--- config.mk ---
export PLATFORM = sky130hd
export DESIGN_NAME = iocyc_ctrl
export DESIGN_NICKNAME = d
export VERILOG_FILES = /design/src/rtl/iocyc_pkg.sv /design/src/rtl/iocyc_regs.sv /design/src/rtl/iocyc_status.sv /design/src/rtl/iocyc_ctrl.sv
export SDC_FILE = /design/constraint.sdc
export NUM_CORES = 1
export LEC_CHECK = 0
export BUFFER_PORTS_ARGS = -buffer_cell sky130_fd_sc_hd__buf_2
export CAP_MARGIN = 30
export CELL_PAD_IN_SITES_DETAIL_PLACEMENT = 1
export CELL_PAD_IN_SITES_GLOBAL_PLACEMENT = 2
export CORE_MARGIN = 5
export CORE_UTILIZATION = 24
export CTS_CLUSTER_SIZE = 20
export DETAILED_ROUTE_END_ITERATION = 10
export PLACE_DENSITY_LB_ADDON = 0.1
export SLEW_MARGIN = 40
export SYNTH_ARGS = -nofsm -noshare
export SYNTH_HDL_FRONTEND = slang
export SYNTH_SLANG_ARGS = --single-unit
export TNS_END_PERCENT = 30
--- constraint.sdc ---
create_clock -name clk -period 1.3 [get_ports clk]
set_input_delay 0.065 -clock clk [delete_from_list [all_inputs] [get_ports clk]]
set_output_delay 0.065 -clock clk [all_outputs]
set_load 0.01 [all_outputs]
--- src/rtl/iocyc_pkg.sv ---
package iocyc_pkg;
   typedef enum logic [1:0] {
      SEL_ADDR = 2'd0,
      SEL_DATA = 2'd1,
      SEL_CTRL = 2'd2,
      SEL_STAT = 2'd3
   } reg_sel_e;

   localparam int ST_BUSY = 0;
   localparam int ST_DONE = 1;
   localparam int ST_IE   = 2;
   localparam int ST_W    = 3;
endpackage

--- src/rtl/iocyc_regs.sv ---
module iocyc_regs
   import iocyc_pkg::*;
#(
   parameter int ADDR_W = 32,
   parameter int DATA_W = 32,
   localparam int BE_W  = DATA_W / 8
) (
   input  logic              clk,
   input  logic              rst_n,
   input  logic              reg_wr,
   input  logic [1:0]        reg_wsel,
   input  logic [DATA_W-1:0] reg_wdata,
   input  logic              busy,
   input  logic              complete,
   input  logic [DATA_W-1:0] bus_rdata,
   output logic [ADDR_W-1:0] addr_q,
   output logic [DATA_W-1:0] data_q,
   output logic [BE_W-1:0]   be_n_q,
   output logic              rd_q
);
   logic wr_addr, wr_data, wr_ctrl;

   assign wr_addr = reg_wr && (reg_wsel == SEL_ADDR);
   assign wr_data = reg_wr && (reg_wsel == SEL_DATA);
   assign wr_ctrl = reg_wr && (reg_wsel == SEL_CTRL) && !busy;

   always_ff @(posedge clk or negedge rst_n) begin
      if (!rst_n) begin
         addr_q <= '0;
      end else if (wr_addr) begin
         addr_q <= reg_wdata[ADDR_W-1:0];
      end
   end

   // read return takes priority over a concurrent software write
   always_ff @(posedge clk or negedge rst_n) begin
      if (!rst_n) begin
         data_q <= '0;
      end else if (complete && rd_q) begin
         data_q <= bus_rdata;
      end else if (wr_data) begin
         data_q <= reg_wdata;
      end
   end

   always_ff @(posedge clk or negedge rst_n) begin
      if (!rst_n) begin
         be_n_q <= '0;
         rd_q   <= 1'b0;
      end else if (wr_ctrl) begin
         be_n_q <= reg_wdata[BE_W-1:0];
         rd_q   <= reg_wdata[BE_W];
      end
   end

   assert_rd_capture_R4: assert property (@(posedge clk) disable iff (!rst_n)
      (complete && rd_q) |=> (data_q == $past(bus_rdata)));

   assert_wr_keeps_data_R5: assert property (@(posedge clk) disable iff (!rst_n)
      (complete && !rd_q && !(reg_wr && reg_wsel == SEL_DATA)) |=> $stable(data_q));

   assert_ctrl_locked_R6: assert property (@(posedge clk) disable iff (!rst_n)
      (busy && reg_wr && reg_wsel == SEL_CTRL) |=> ($stable(be_n_q) && $stable(rd_q)));
endmodule

--- src/rtl/iocyc_status.sv ---
module iocyc_status
   import iocyc_pkg::*;
(
   input  logic            clk,
   input  logic            rst_n,
   input  logic            reg_wr,
   input  logic [1:0]      reg_wsel,
   input  logic [ST_W-1:0] stat_wbits,
   input  logic            bus_done,
   output logic            busy_q,
   output logic            done_q,
   output logic            ie_q,
   output logic            complete
);
   logic start, wr_stat;

   assign start    = reg_wr && (reg_wsel == SEL_CTRL) && !busy_q;
   assign complete = busy_q && bus_done;
   assign wr_stat  = reg_wr && (reg_wsel == SEL_STAT);

   always_ff @(posedge clk or negedge rst_n) begin
      if (!rst_n) begin
         busy_q <= 1'b0;
      end else if (start) begin
         busy_q <= 1'b1;
      end else if (complete) begin
         busy_q <= 1'b0;
      end
   end

   // completion beats a clearing write in the same cycle
   always_ff @(posedge clk or negedge rst_n) begin
      if (!rst_n) begin
         done_q <= 1'b0;
      end else if (complete) begin
         done_q <= 1'b1;
      end else if (wr_stat && stat_wbits[ST_DONE]) begin
         done_q <= 1'b0;
      end
   end

   always_ff @(posedge clk or negedge rst_n) begin
      if (!rst_n) begin
         ie_q <= 1'b0;
      end else if (wr_stat) begin
         ie_q <= stat_wbits[ST_IE];
      end
   end

   assert_start_sets_busy_R2: assert property (@(posedge clk) disable iff (!rst_n)
      (!busy_q && reg_wr && reg_wsel == SEL_CTRL) |=> busy_q);

   assert_busy_holds_R3: assert property (@(posedge clk) disable iff (!rst_n)
      (busy_q && !bus_done) |=> busy_q);

   assert_finish_R3: assert property (@(posedge clk) disable iff (!rst_n)
      (busy_q && bus_done) |=> (done_q && !busy_q));

   assert_w1c_R7: assert property (@(posedge clk) disable iff (!rst_n)
      (wr_stat && stat_wbits[ST_DONE] && !(busy_q && bus_done)) |=> !done_q);

   assert_idle_strobe_R9: assert property (@(posedge clk) disable iff (!rst_n)
      (!busy_q && bus_done && !reg_wr) |=> (!busy_q && $stable(done_q)));
endmodule

--- src/rtl/iocyc_ctrl.sv ---
module iocyc_ctrl
   import iocyc_pkg::*;
#(
   parameter int ADDR_W  = 32,
   parameter int DATA_W  = 32,
   parameter bit IRQ_REG = 1'b0,
   localparam int BE_W   = DATA_W / 8
) (
   input  logic              clk,
   input  logic              rst_n,
   input  logic              reg_wr,
   input  logic [1:0]        reg_wsel,
   input  logic [DATA_W-1:0] reg_wdata,
   input  logic [1:0]        reg_rsel,
   output logic [DATA_W-1:0] reg_rdata,
   output logic              bus_req,
   output logic [ADDR_W-1:0] bus_addr,
   output logic              bus_rd,
   output logic [BE_W-1:0]   bus_be_n,
   output logic [DATA_W-1:0] bus_wdata,
   input  logic              bus_done,
   input  logic [DATA_W-1:0] bus_rdata,
   output logic              irq
);
   localparam int CTRL_W = BE_W + 1;

   if (DATA_W % 8 != 0) begin : g_chk_lanes
      $error("DATA_W must be a whole number of bytes");
   end
   if (ADDR_W > DATA_W) begin : g_chk_addr
      $error("ADDR_W must fit in one register word");
   end
   if (CTRL_W > DATA_W || ST_W > DATA_W) begin : g_chk_fields
      $error("control or status fields exceed the register word");
   end

   logic              busy, done, ie, complete;
   logic [ADDR_W-1:0] addr_q;
   logic [DATA_W-1:0] data_q;
   logic [BE_W-1:0]   be_n_q;
   logic              rd_q;

   iocyc_regs #(.ADDR_W(ADDR_W), .DATA_W(DATA_W)) u_regs (
      .clk       (clk),
      .rst_n     (rst_n),
      .reg_wr    (reg_wr),
      .reg_wsel  (reg_wsel),
      .reg_wdata (reg_wdata),
      .busy      (busy),
      .complete  (complete),
      .bus_rdata (bus_rdata),
      .addr_q    (addr_q),
      .data_q    (data_q),
      .be_n_q    (be_n_q),
      .rd_q      (rd_q)
   );

   iocyc_status u_status (
      .clk        (clk),
      .rst_n      (rst_n),
      .reg_wr     (reg_wr),
      .reg_wsel   (reg_wsel),
      .stat_wbits (reg_wdata[ST_W-1:0]),
      .bus_done   (bus_done),
      .busy_q     (busy),
      .done_q     (done),
      .ie_q       (ie),
      .complete   (complete)
   );

   assign bus_req   = busy;
   assign bus_addr  = addr_q;
   assign bus_rd    = rd_q;
   assign bus_be_n  = be_n_q;
   assign bus_wdata = data_q;

   if (IRQ_REG) begin : g_irq_flop
      always_ff @(posedge clk or negedge rst_n) begin
         if (!rst_n) irq <= 1'b0;
         else        irq <= done && ie;
      end
   end else begin : g_irq_comb
      assign irq = done && ie;

      assert_irq_needs_done_R8: assert property (@(posedge clk) disable iff (!rst_n)
         irq |-> (done && bus_req == busy));
   end

   always_comb begin
      reg_rdata = '0;
      case (reg_sel_e'(reg_rsel))
         SEL_ADDR: reg_rdata[ADDR_W-1:0] = addr_q;
         SEL_DATA: reg_rdata = data_q;
         SEL_CTRL: reg_rdata[CTRL_W-1:0] = {rd_q, be_n_q};
         SEL_STAT: begin
            reg_rdata[ST_BUSY] = busy;
            reg_rdata[ST_DONE] = done;
            reg_rdata[ST_IE]   = ie;
         end
         default: reg_rdata = '0;
      endcase
   end

   assert_req_outputs_R2: assert property (@(posedge clk) disable iff (!rst_n)
      (bus_req && !bus_done) |=> (bus_req && $stable(bus_rd) && $stable(bus_be_n)));
endmodule

Word level (Yosys, flattened, before mapping)
Cells that the tools add are included.

cells by class
  bitwise operators = 0
  muxes and demuxes = 9
  multiply operators = 0
  shift-type cells = 0
  equality and inequality tests = 6
  order comparisons = 0
  reduce and logical (&&, ||, !) cells = 15
  div/mod/pow operators = 0
  add/sub/neg operators = 0

operators with widths
  cell                  count
  $mux W32              2
  $pmux W27 S2          1
  $pmux W3 S4           1
  $logic_and A1 B1 Y1   9
  $eq A2 B2 Y1 const B  4
  $pmux W2 S3           1
  $reduce_bool A2 Y1    3
  $eq A2 B1 Y1 const B  2
  $logic_not A2 Y1      2
  $mux W1               4
  $logic_not A1 Y1      1

word-level totals
  latch bits = 0
  bits of input ports = 72
  memory bits (writable) = 0
  memories kept = 0
  output and inout bits = 103
  flip-flop bits (word level) = 72
  memory bits (read-only) = 0
  word-level logic and storage cells = 37

Logic depth before layout (Yosys ltp)
Gate-level depths: netlist (run 1).

  depth in word-level cells = 5
  mapped depth = 5

Modules after synthesis
From an unflattened synthesis (run 1), not the netlist that was laid out.

unflattened totals
  cell total of the unflattened synthesis = 267
  area, all modules = 3940.0 um^2

modules (own cells, without submodules)
  module        cells each  area an instance (um^2)  times used
  iocyc_regs    184         3253.1                   1
  iocyc_ctrl    72          554.3                    1
  iocyc_status  11          132.6                    1

Worst setup path before layout (run 1)
Ideal clock, no wire load.

  kind = register -> register
  start = register u_status.busy_q
  end = register u_regs.be_n_q[0]
  setup slack = -0.013 ns
  stages on the path, launching flop included = 4
  arrival = 1.186 ns
  clock period less this slack = 1.313 ns
  required time = 1.173 ns
  library setup time = 0.127 ns
  cells stage by stage = dfrtp_1 nor4bb_1 buf_4 mux2_1

between the ends
  cells in the longest elaborated chain, start to end = 2

ends and longest elaborated chain
  item                    RTL line            RTL
  start, declared         iocyc_status.sv:10  output logic busy_q,
  start signal, assigned  iocyc_status.sv:23  busy_q <= 1'b0;
  start signal, assigned  iocyc_status.sv:25  busy_q <= 1'b1;
  start signal, assigned  iocyc_status.sv:27  busy_q <= 1'b0;
  $logic_not A1 Y1        iocyc_regs.sv:25    assign wr_ctrl = reg_wr && (reg_wsel == SEL_CTRL) && !busy;
  $logic_and A1 B1 Y1     iocyc_regs.sv:25
  end signal, assigned    iocyc_regs.sv:51    be_n_q <= reg_wdata[BE_W-1:0];
  end, declared           iocyc_regs.sv:18    output logic [BE_W-1:0] be_n_q,

Every way passes these cells.
A chain may end at the register's enable or synchronous reset.

Worst setup path after layout (run 1)
  start = register u_status.busy_q
  end = output port reg_rdata[0]

between the ends
  cells in the longest elaborated chain, start to end = 1

ends and longest elaborated chain
  item           RTL line          RTL
  $pmux W3 S4    iocyc_ctrl.sv:91  case (reg_sel_e'(reg_rsel))
  end, declared  iocyc_ctrl.sv:15  output logic [DATA_W-1:0] reg_rdata,

Every way passes these cells.

==> flow_summary.json, run 1 <==
{
  "status": "finished with violations",
  "violations": "setup timing",
  "rsz0062_at_grt": "true",
  "route.antenna.remaining_nets": 0,
  "fill_cells": 1695,
  "final-setup-viol-count": 8,
  "power_density_mw_per_mm2": 1434,
  "coreArea_mm2": 0.01453,
  "ys_types": 25,
  "drc": 0,
  "diodes": 0,
  "post-place-ws_ns": 0.01095,
  "die_h_um": 131.7,
  "fmax_ghz": 0.6581,
  "min_to": "u_regs.data_q[2]$_DFFE_PN0P_",
  "fin_util": 0.3850,
  "syn_area_mm2": 0.003553,
  "r2r_end": "u_regs.be_n_q[2]$_DFFE_PN0P_",
  "clk_latency_ns": 0.33,
  "crit_path_max_incr_delay_ns": 0.48,
  "start_kind": "flip-flop",
  "dpl_cell_area_mm2": 0.004707,
  "period_needed_ns": 1.520,
  "gp_congestion": 0.7344,
  "worst_ir_drop_vdd_mv": 0.5504,
  "syn_inst": 337,
  "hold_path.startpoint": "bus_rdata[2]",
  "place_inst": 686,
  "drive_gt1_frac": 0.4464,
  "dr_total_vias": 3408,
  "min_path_type": "in -> reg",
  "relSlewSlack": 0.7269,
  "critical_path_class": "reg -> out",
  "cts_made_buffers": 9,
  "drt_wl_total_mm": 13.75,
  "path_delay_family": "multiplexers",
  "layout_setup_ws_ns": -0.2196,
  "cp_slowest_cell": "mux4_2",
  "crit_fanout": 2,
  "area_delta_synth_final_pct": 57.46,
  "drtIter0Drc": 112,
  "seqPwrFrac": 0.398,
  "cts_root_buf": "clkbuf_16",
  "initial_core_util": 0.2445,
  "rows": 44,
  "die_w_um": 131.7,
  "cts_tree": "yes",
  "synth_top_area_share": 0.5070,
  "synth.avg_cell_area_um2": 10.54,
  "fin_nets": 636,
  "ff2ff_path_depth": 4,
  "clock_skew_ns": 0.005626,
  "grt_use_total": 0.1525,
  "worst-path-buf-inv": 2,
  "path_clk_slew_ns": 0.06,
  "internal_power_uw": 5461,
  "seq_area_frac_synth": 0.5070,
  "cp_cell_sequence": "buf_6 -> mux4_2 -> buf_6",
  "ys_ff_latch": 72,
  "port_buffers": 174,
  "p_comb_frac": 0.308,
  "first_global_vias": 3776,
  "r2r_slack_ns": -0.12,
  "htreeDepth": 3,
  "synthesis.nets": 409,
  "drtPass1Iterations": 4,
  "stdcell_count": 753,
  "max_cap_viol_count": 0,
  "crit_path_end_kind": "primary output",
  "viasPerCell": 4.526,
  "grt_pass1_wl_mm": 21.25,
  "r2r_start": "u_status.busy_q$_DFFE_PN0P_",
  "hold_viol": 0,
  "tightest_slew_ns": 0.4097,
  "grt.overflow.total": 0,
  "leakagePower_uw": 0.002821,
  "min_path_cells": 3,
  "slew_violations": 0,
  "wl_per_cell_um": 18.25,
  "period_share": 1.169,
  "die_area_mm2": 0.01734,
  "antenna_found_initial": 0,
  "required_ns": 1.24,
  "switching_share": 0.3196,
  "yosys.area.top_type": "dfrtp_1",
  "whs_ns": 0.008817,
  "worstPathArrival_ns": 1.45,
  "io_pins": 175,
  "clkPwrFrac": 0.294,
  "grt_max_degree": 73,
  "fin_area_mm2": 0.005595,
  "cpMostUsedCell": "buf_6",
  "clockBufferDepth": 2,
  "clkSinkCount": 72,
  "synth_area_leaders": "dfrtp_1, mux2i_1, nand2_1",
  "post-dp-hpwl_mm": 9.220,
  "synth_warnings": 0,
  "p_switching_uw": 2565
}
## how the worst max path moves through the flow
stage / startpoint / to / slack (ns) / cells past startpoint
after floorplan: u_status.busy_q$_DFFE_PN0P_ / u_regs.be_n_q[0]$_DFFE_PN0P_ / 0.000009 / 3
final: u_status.busy_q$_DFFE_PN0P_ / reg_rdata[0] / -0.22 / 3
after global placement: u_status.busy_q$_DFFE_PN0P_ / u_regs.rd_q$_DFFE_PN0P_ / 0.06 / 3
after detailed placement: u_status.busy_q$_DFFE_PN0P_ / u_regs.be_n_q[2]$_DFFE_PN0P_ / 0.01 / 3
after CTS: u_status.busy_q$_DFFE_PN0P_ / reg_rdata[0] / -0.25 / 3
after global routing: u_status.busy_q$_DFFE_PN0P_ / reg_rdata[0] / -0.25 / 3
## per-layer routing
metal | up-vias | track usage | part of all wire
met3 | 13 | 0.04396 | 0.057
met2 | 101 | 0.2421 | 0.46
met4 | 0 | 0.05314 | 0.014
li1 | 1612 | - | -
met5 | - | 0 | 0
met1 | 1682 | 0.1992 | 0.47
## per-stage QoR
step	power, uW	setup TNS, ns
finish	8026	-1.045
global placement	5501	0
detailed placement	5545	0
floorplan	4323	0
global route	8582	-2.300
CTS	8101	-0.5468
## cell usage after synthesis
| library cell | n |
|---|---|
| inv_1 | 1 |
| nand3b_1 | 1 |
| nand3_1 | 2 |
| dfrtp_1 | 72 |
| nand2_1 | 66 |
| mux2_2 | 19 |
| o21ai_0 | 2 |
| and2_1 | 1 |
| mux2_4 | 10 |
| and3b_1 | 1 |
| buf_4 | 3 |
| mux4_2 | 3 |
| nor4bb_1 | 1 |
| clkbuf_1 | 8 |
| nor2b_1 | 1 |
| a21o_1 | 1 |
| a22o_1 | 1 |
| mux2_1 | 9 |
| a31oi_1 | 32 |
| buf_6 | 6 |
| nor2_1 | 59 |
| buf_2 | 7 |
| nand4_1 | 1 |
| mux2i_1 | 29 |
| nor3b_4 | 1 |
## worst min-delay path: stages
cell and delay [ns]:
buf_2 0.08, nor2_1 0.04, a31oi_1 0.12
## cell type report
| type | instances | area [um2] | area share |
|---|---|---|---|
| clock buffer | 14 | 274.0 | 0.04897 |
| tap | 184 | 230.2 | 0.04114 |
| sequential | 72 | 1802 | 0.3220 |
| multi-input combinational | 240 | 1640 | 0.2932 |
| timing repair buffer | 240 | 1633 | 0.2918 |
| inverter | 1 | 3.754 | 0.0006708 |
| clock inverter | 2 | 12.51 | 0.002236 |
## power by group through the flow
stage	Clock [uW]	Combinational, uW	Sequential [uW]
2_1_floorplan	0	956	3370
3_3_place_gp	0	2280	3220
3_5_place_dp	0	2320	3230
4_1_cts	2450	2450	3200
5_1_grt	2570	2730	3280
6_report	2360	2470	3190
## state kept, by name, summed over array words and instances (netlist names)
| signal | count |
|---|---|
| u_status.busy_q | 1 |
| u_regs.rd_q | 1 |
| u_regs.be_n_q | 4 |
| u_status.ie_q | 1 |
| u_status.done_q | 1 |
| u_regs.addr_q | 32 |
| u_regs.data_q | 32 |
## cell usage in the layout, fill, tap and decap left out
| master | count |
|---|---|
| buf_6 | 3 |
| nand3b_1 | 1 |
| clkbuf_16 | 12 |
| a22o_1 | 1 |
| clkinv_2 | 1 |
| clkbuf_1 | 2 |
| buf_2 | 172 |
| mux2_4 | 15 |
| clkinvlp_4 | 1 |
| nor2_1 | 55 |
| mux4_2 | 3 |
| nor3b_4 | 1 |
| nor4bb_2 | 1 |
| mux2i_1 | 29 |
| o21ai_0 | 2 |
| a31oi_1 | 32 |
| nand3_4 | 1 |
| mux2_1 | 4 |
| mux2_2 | 19 |
| nor2_2 | 4 |
| buf_4 | 11 |
| and3b_1 | 1 |
| nor2b_1 | 1 |
| a21o_1 | 1 |
| dlygate4sd3_1 | 44 |
| buf_12 | 7 |
| nand2_1 | 66 |
| nand4_1 | 1 |
| nand3_1 | 1 |
| and2_1 | 1 |
| clkbuf_8 | 3 |
| dfrtp_1 | 72 |
| inv_1 | 1 |
## cell families after synthesis
group / Yosys count / synth area share
buf+inv: 25 / 0.04471
mux: 70 / 0.2317
compound gates: 36 / 0.06373
flops: 72 / 0.5070
simple gates: 134 / 0.1528
## repair_timing
item                                   4_1_cts  5_1_grt
gates resized for setup                      3       10
hold buffers                                44        0
pin swaps                                    0        1
setup buffers                                1        2
cloned                                       0        4
endpoints found under the hold margin      126        0
setup endpoints to repair                    4       28
Power figures use the tool's default switching activity.
==> run 2, diff against run 1 <==
- MAX_ROUTING_LAYER: default -> met4
- SETUP_SLACK_MARGIN: default -> 0.4
==> run 2 against run 1 <==
- the flow still finishes with violations (setup timing)
- power rose by 9.1%
- final area rose by 13%
- count of clock-buffer cells in the layout rose by 1
- die area unchanged
- sequential power about the same
- wire length up 7.7%
- combinational power increased by 29%
- critical endpoint unchanged
- largest cell class is now non-clock buffers
- largest power group unchanged
==> flow_summary.json, run 2 (synthesis gave the netlist of run 1 again) <==
{
  "whs_ns": 0.01029,
  "port_buffers": 174,
  "critPathLaunch": "u_status.busy_q$_DFFE_PN0P_",
  "clockBufferDepth": 2,
  "crit_path_end_kind": "primary output",
  "slew_violations": 0,
  "start_kind": "flip-flop",
  "max_cap_viol_count": 0,
  "io_pins": 175,
  "r2r_start": "u_status.busy_q$_DFFE_PN0P_",
  "worstPathArrival_ns": 1.46,
  "met1_length_mm": 6.722,
  "clock_skew_ns": 0.005142,
  "post-dp-hpwl_mm": 9.319,
  "reg_top3": "u_regs.addr_q x32, u_regs.data_q x32, u_regs.be_n_q x4",
  "r2r_end": "u_regs.be_n_q[3]$_DFFE_PN0P_",
  "r2r_slack_ns": -0.15,
  "drc": 0,
  "wl_per_cell_um": 18.98,
  "crit_fanout": 2,
  "cts_tree": "yes",
  "worst_ir_drop_vdd_mv": 0.5259,
  "min_path_type": "in -> reg",
  "multiInputGateArea_mm2": 0.001861,
  "viasPerCell": 4.553,
  "dr_wl_met2_mm": 7.214,
  "clkSinkCount": 72,
  "initial_core_util": 0.2445,
  "status": "finished with violations",
  "antenna_found_initial": 0,
  "drt_wl_total_mm": 14.80,
  "cts_root_buf": "clkbuf_16",
  "route.antenna.remaining_nets": 0,
  "required_ns": 1.24,
  "layout_setup_ws_ns": -0.2290,
  "hold_viol": 0,
  "dpl_cell_area_mm2": 0.004703,
  "seq_area_mm2": 0.001803,
  "period_share": 1.176,
  "fmax_ghz": 0.6540,
  "violations": "setup timing",
  "grt.overflow.total": 0,
  "drtPass1Iterations": 4,
  "area_delta_synth_final_pct": 78.03,
  "rsz0062_at_grt": "true",
  "gp_congestion": 0.7722,
  "power_density_mw_per_mm2": 1384,
  "period_needed_ns": 1.529,
  "layout_common_cells": "buf_2, dfrtp_1, nand2_1",
  "final-setup-viol-count": 33,
  "grt_max_degree": 73,
  "ff2ff_path_depth": 4,
  "cts_made_buffers": 9,
  "rows": 44,
  "fin_area_mm2": 0.006326,
  "relSlewSlack": 0.7077,
  "drtIter0Drc": 90,
  "htreeDepth": 3,
  "first_global_vias": 3878,
  "path_clk_slew_ns": 0.06,
  "fin_nets": 664,
  "leakagePower_uw": 0.003137,
  "grt_use_total": 0.1711,
  "tightest_slew_ns": 0.4385,
  "dr_total_vias": 3551,
  "die_h_um": 131.7,
  "grt_pass1_wl_mm": 22.89,
  "crit_end": "reg_rdata[0]",
  "clk_latency_ns": 0.33,
  "die_area_mm2": 0.01734,
  "die_w_um": 131.7,
  "drive_gt1_frac": 0.4950,
  "critical_path_class": "reg -> out",
  "wl_met3_um": 686,
  "layout_commonest_cell": "buf_2",
  "fill_cells": 1653,
  "highest_layer": "met4",
  "diodes": 0,
  "coreArea_mm2": 0.01453
}
run 2: routing by layer:
layer | up-vias | global-route usage
li1 | 1671 | -
met3 | 10 | 0.03784
met1 | 1759 | 0.2167
met4 | 0 | 0.05314
met5 | - | -
met2 | 111 | 0.2737
run 2: area by class of cell:
type                       count  share of cell area
inverter                       1           0.0005934
multi-input combinational    240              0.2941
timing repair buffer         268              0.3400
sequential                    72              0.2850
clock buffer                  15             0.04391
tap                          184             0.03639
run 2: power by group:
group / switching, uW / internal, uW / leakage [uW]
clock network: 916 / 1440 / 0.000136
logic: 1380 / 1800 / 0.00214
registers: 462 / 2760 / 0.000859
run 2: metrics by stage:
step	setup slack, ns	utilization	setup TNS (ns)	power [uW]	std cells
2_1_floorplan	0.003956	-	0	4329	337
3_3_place_gp	0.03388	0.3236	0	5509	687
3_5_place_dp	-0.04508	0.3236	-0.1743	5564	687
4_1_cts	-0.2468	0.4110	-1.579	8578	772
5_1_grt	-0.2650	0.4353	-4.761	9252	780
6_report	-0.2290	0.4353	-2.468	8755	780
run 2: worst max-delay path: stages, from the launching register on:
cell,delay [ns]
dfrtp_2,0.41
buf_6,0.12
mux4_2,0.47
buf_6,0.14
run 2: what timing repair did:
item / CTS / global route
setup endpoints to repair: 141 / 159
hold buffers: 47 / 0
hold endpoints to repair: 125 / 0
setup buffers: 17 / 6
gates cloned: 6 / 2
resized for setup: 54 / 51
pin swaps: 18 / 24
run 2: how the worst min path moves through the flow:
stage | slack [ns] | endpoint | from | depth (start not counted)
after floorplan | -0.23 | u_regs.addr_q[0]$_DFFE_PN0P_ | rst_n | 0
after global placement | 0.12 | u_status.ie_q$_DFFE_PN0P_ | rst_n | 2
after detailed placement | 0.13 | u_regs.data_q[12]$_DFFE_PN0P_ | rst_n | 2
after CTS | 0.0001 | u_regs.data_q[10]$_DFFE_PN0P_ | bus_rdata[10] | 3
after global routing | 0.006 | u_regs.data_q[7]$_DFFE_PN0P_ | bus_rdata[7] | 3
final | 0.01 | u_regs.data_q[10]$_DFFE_PN0P_ | bus_rdata[10] | 3
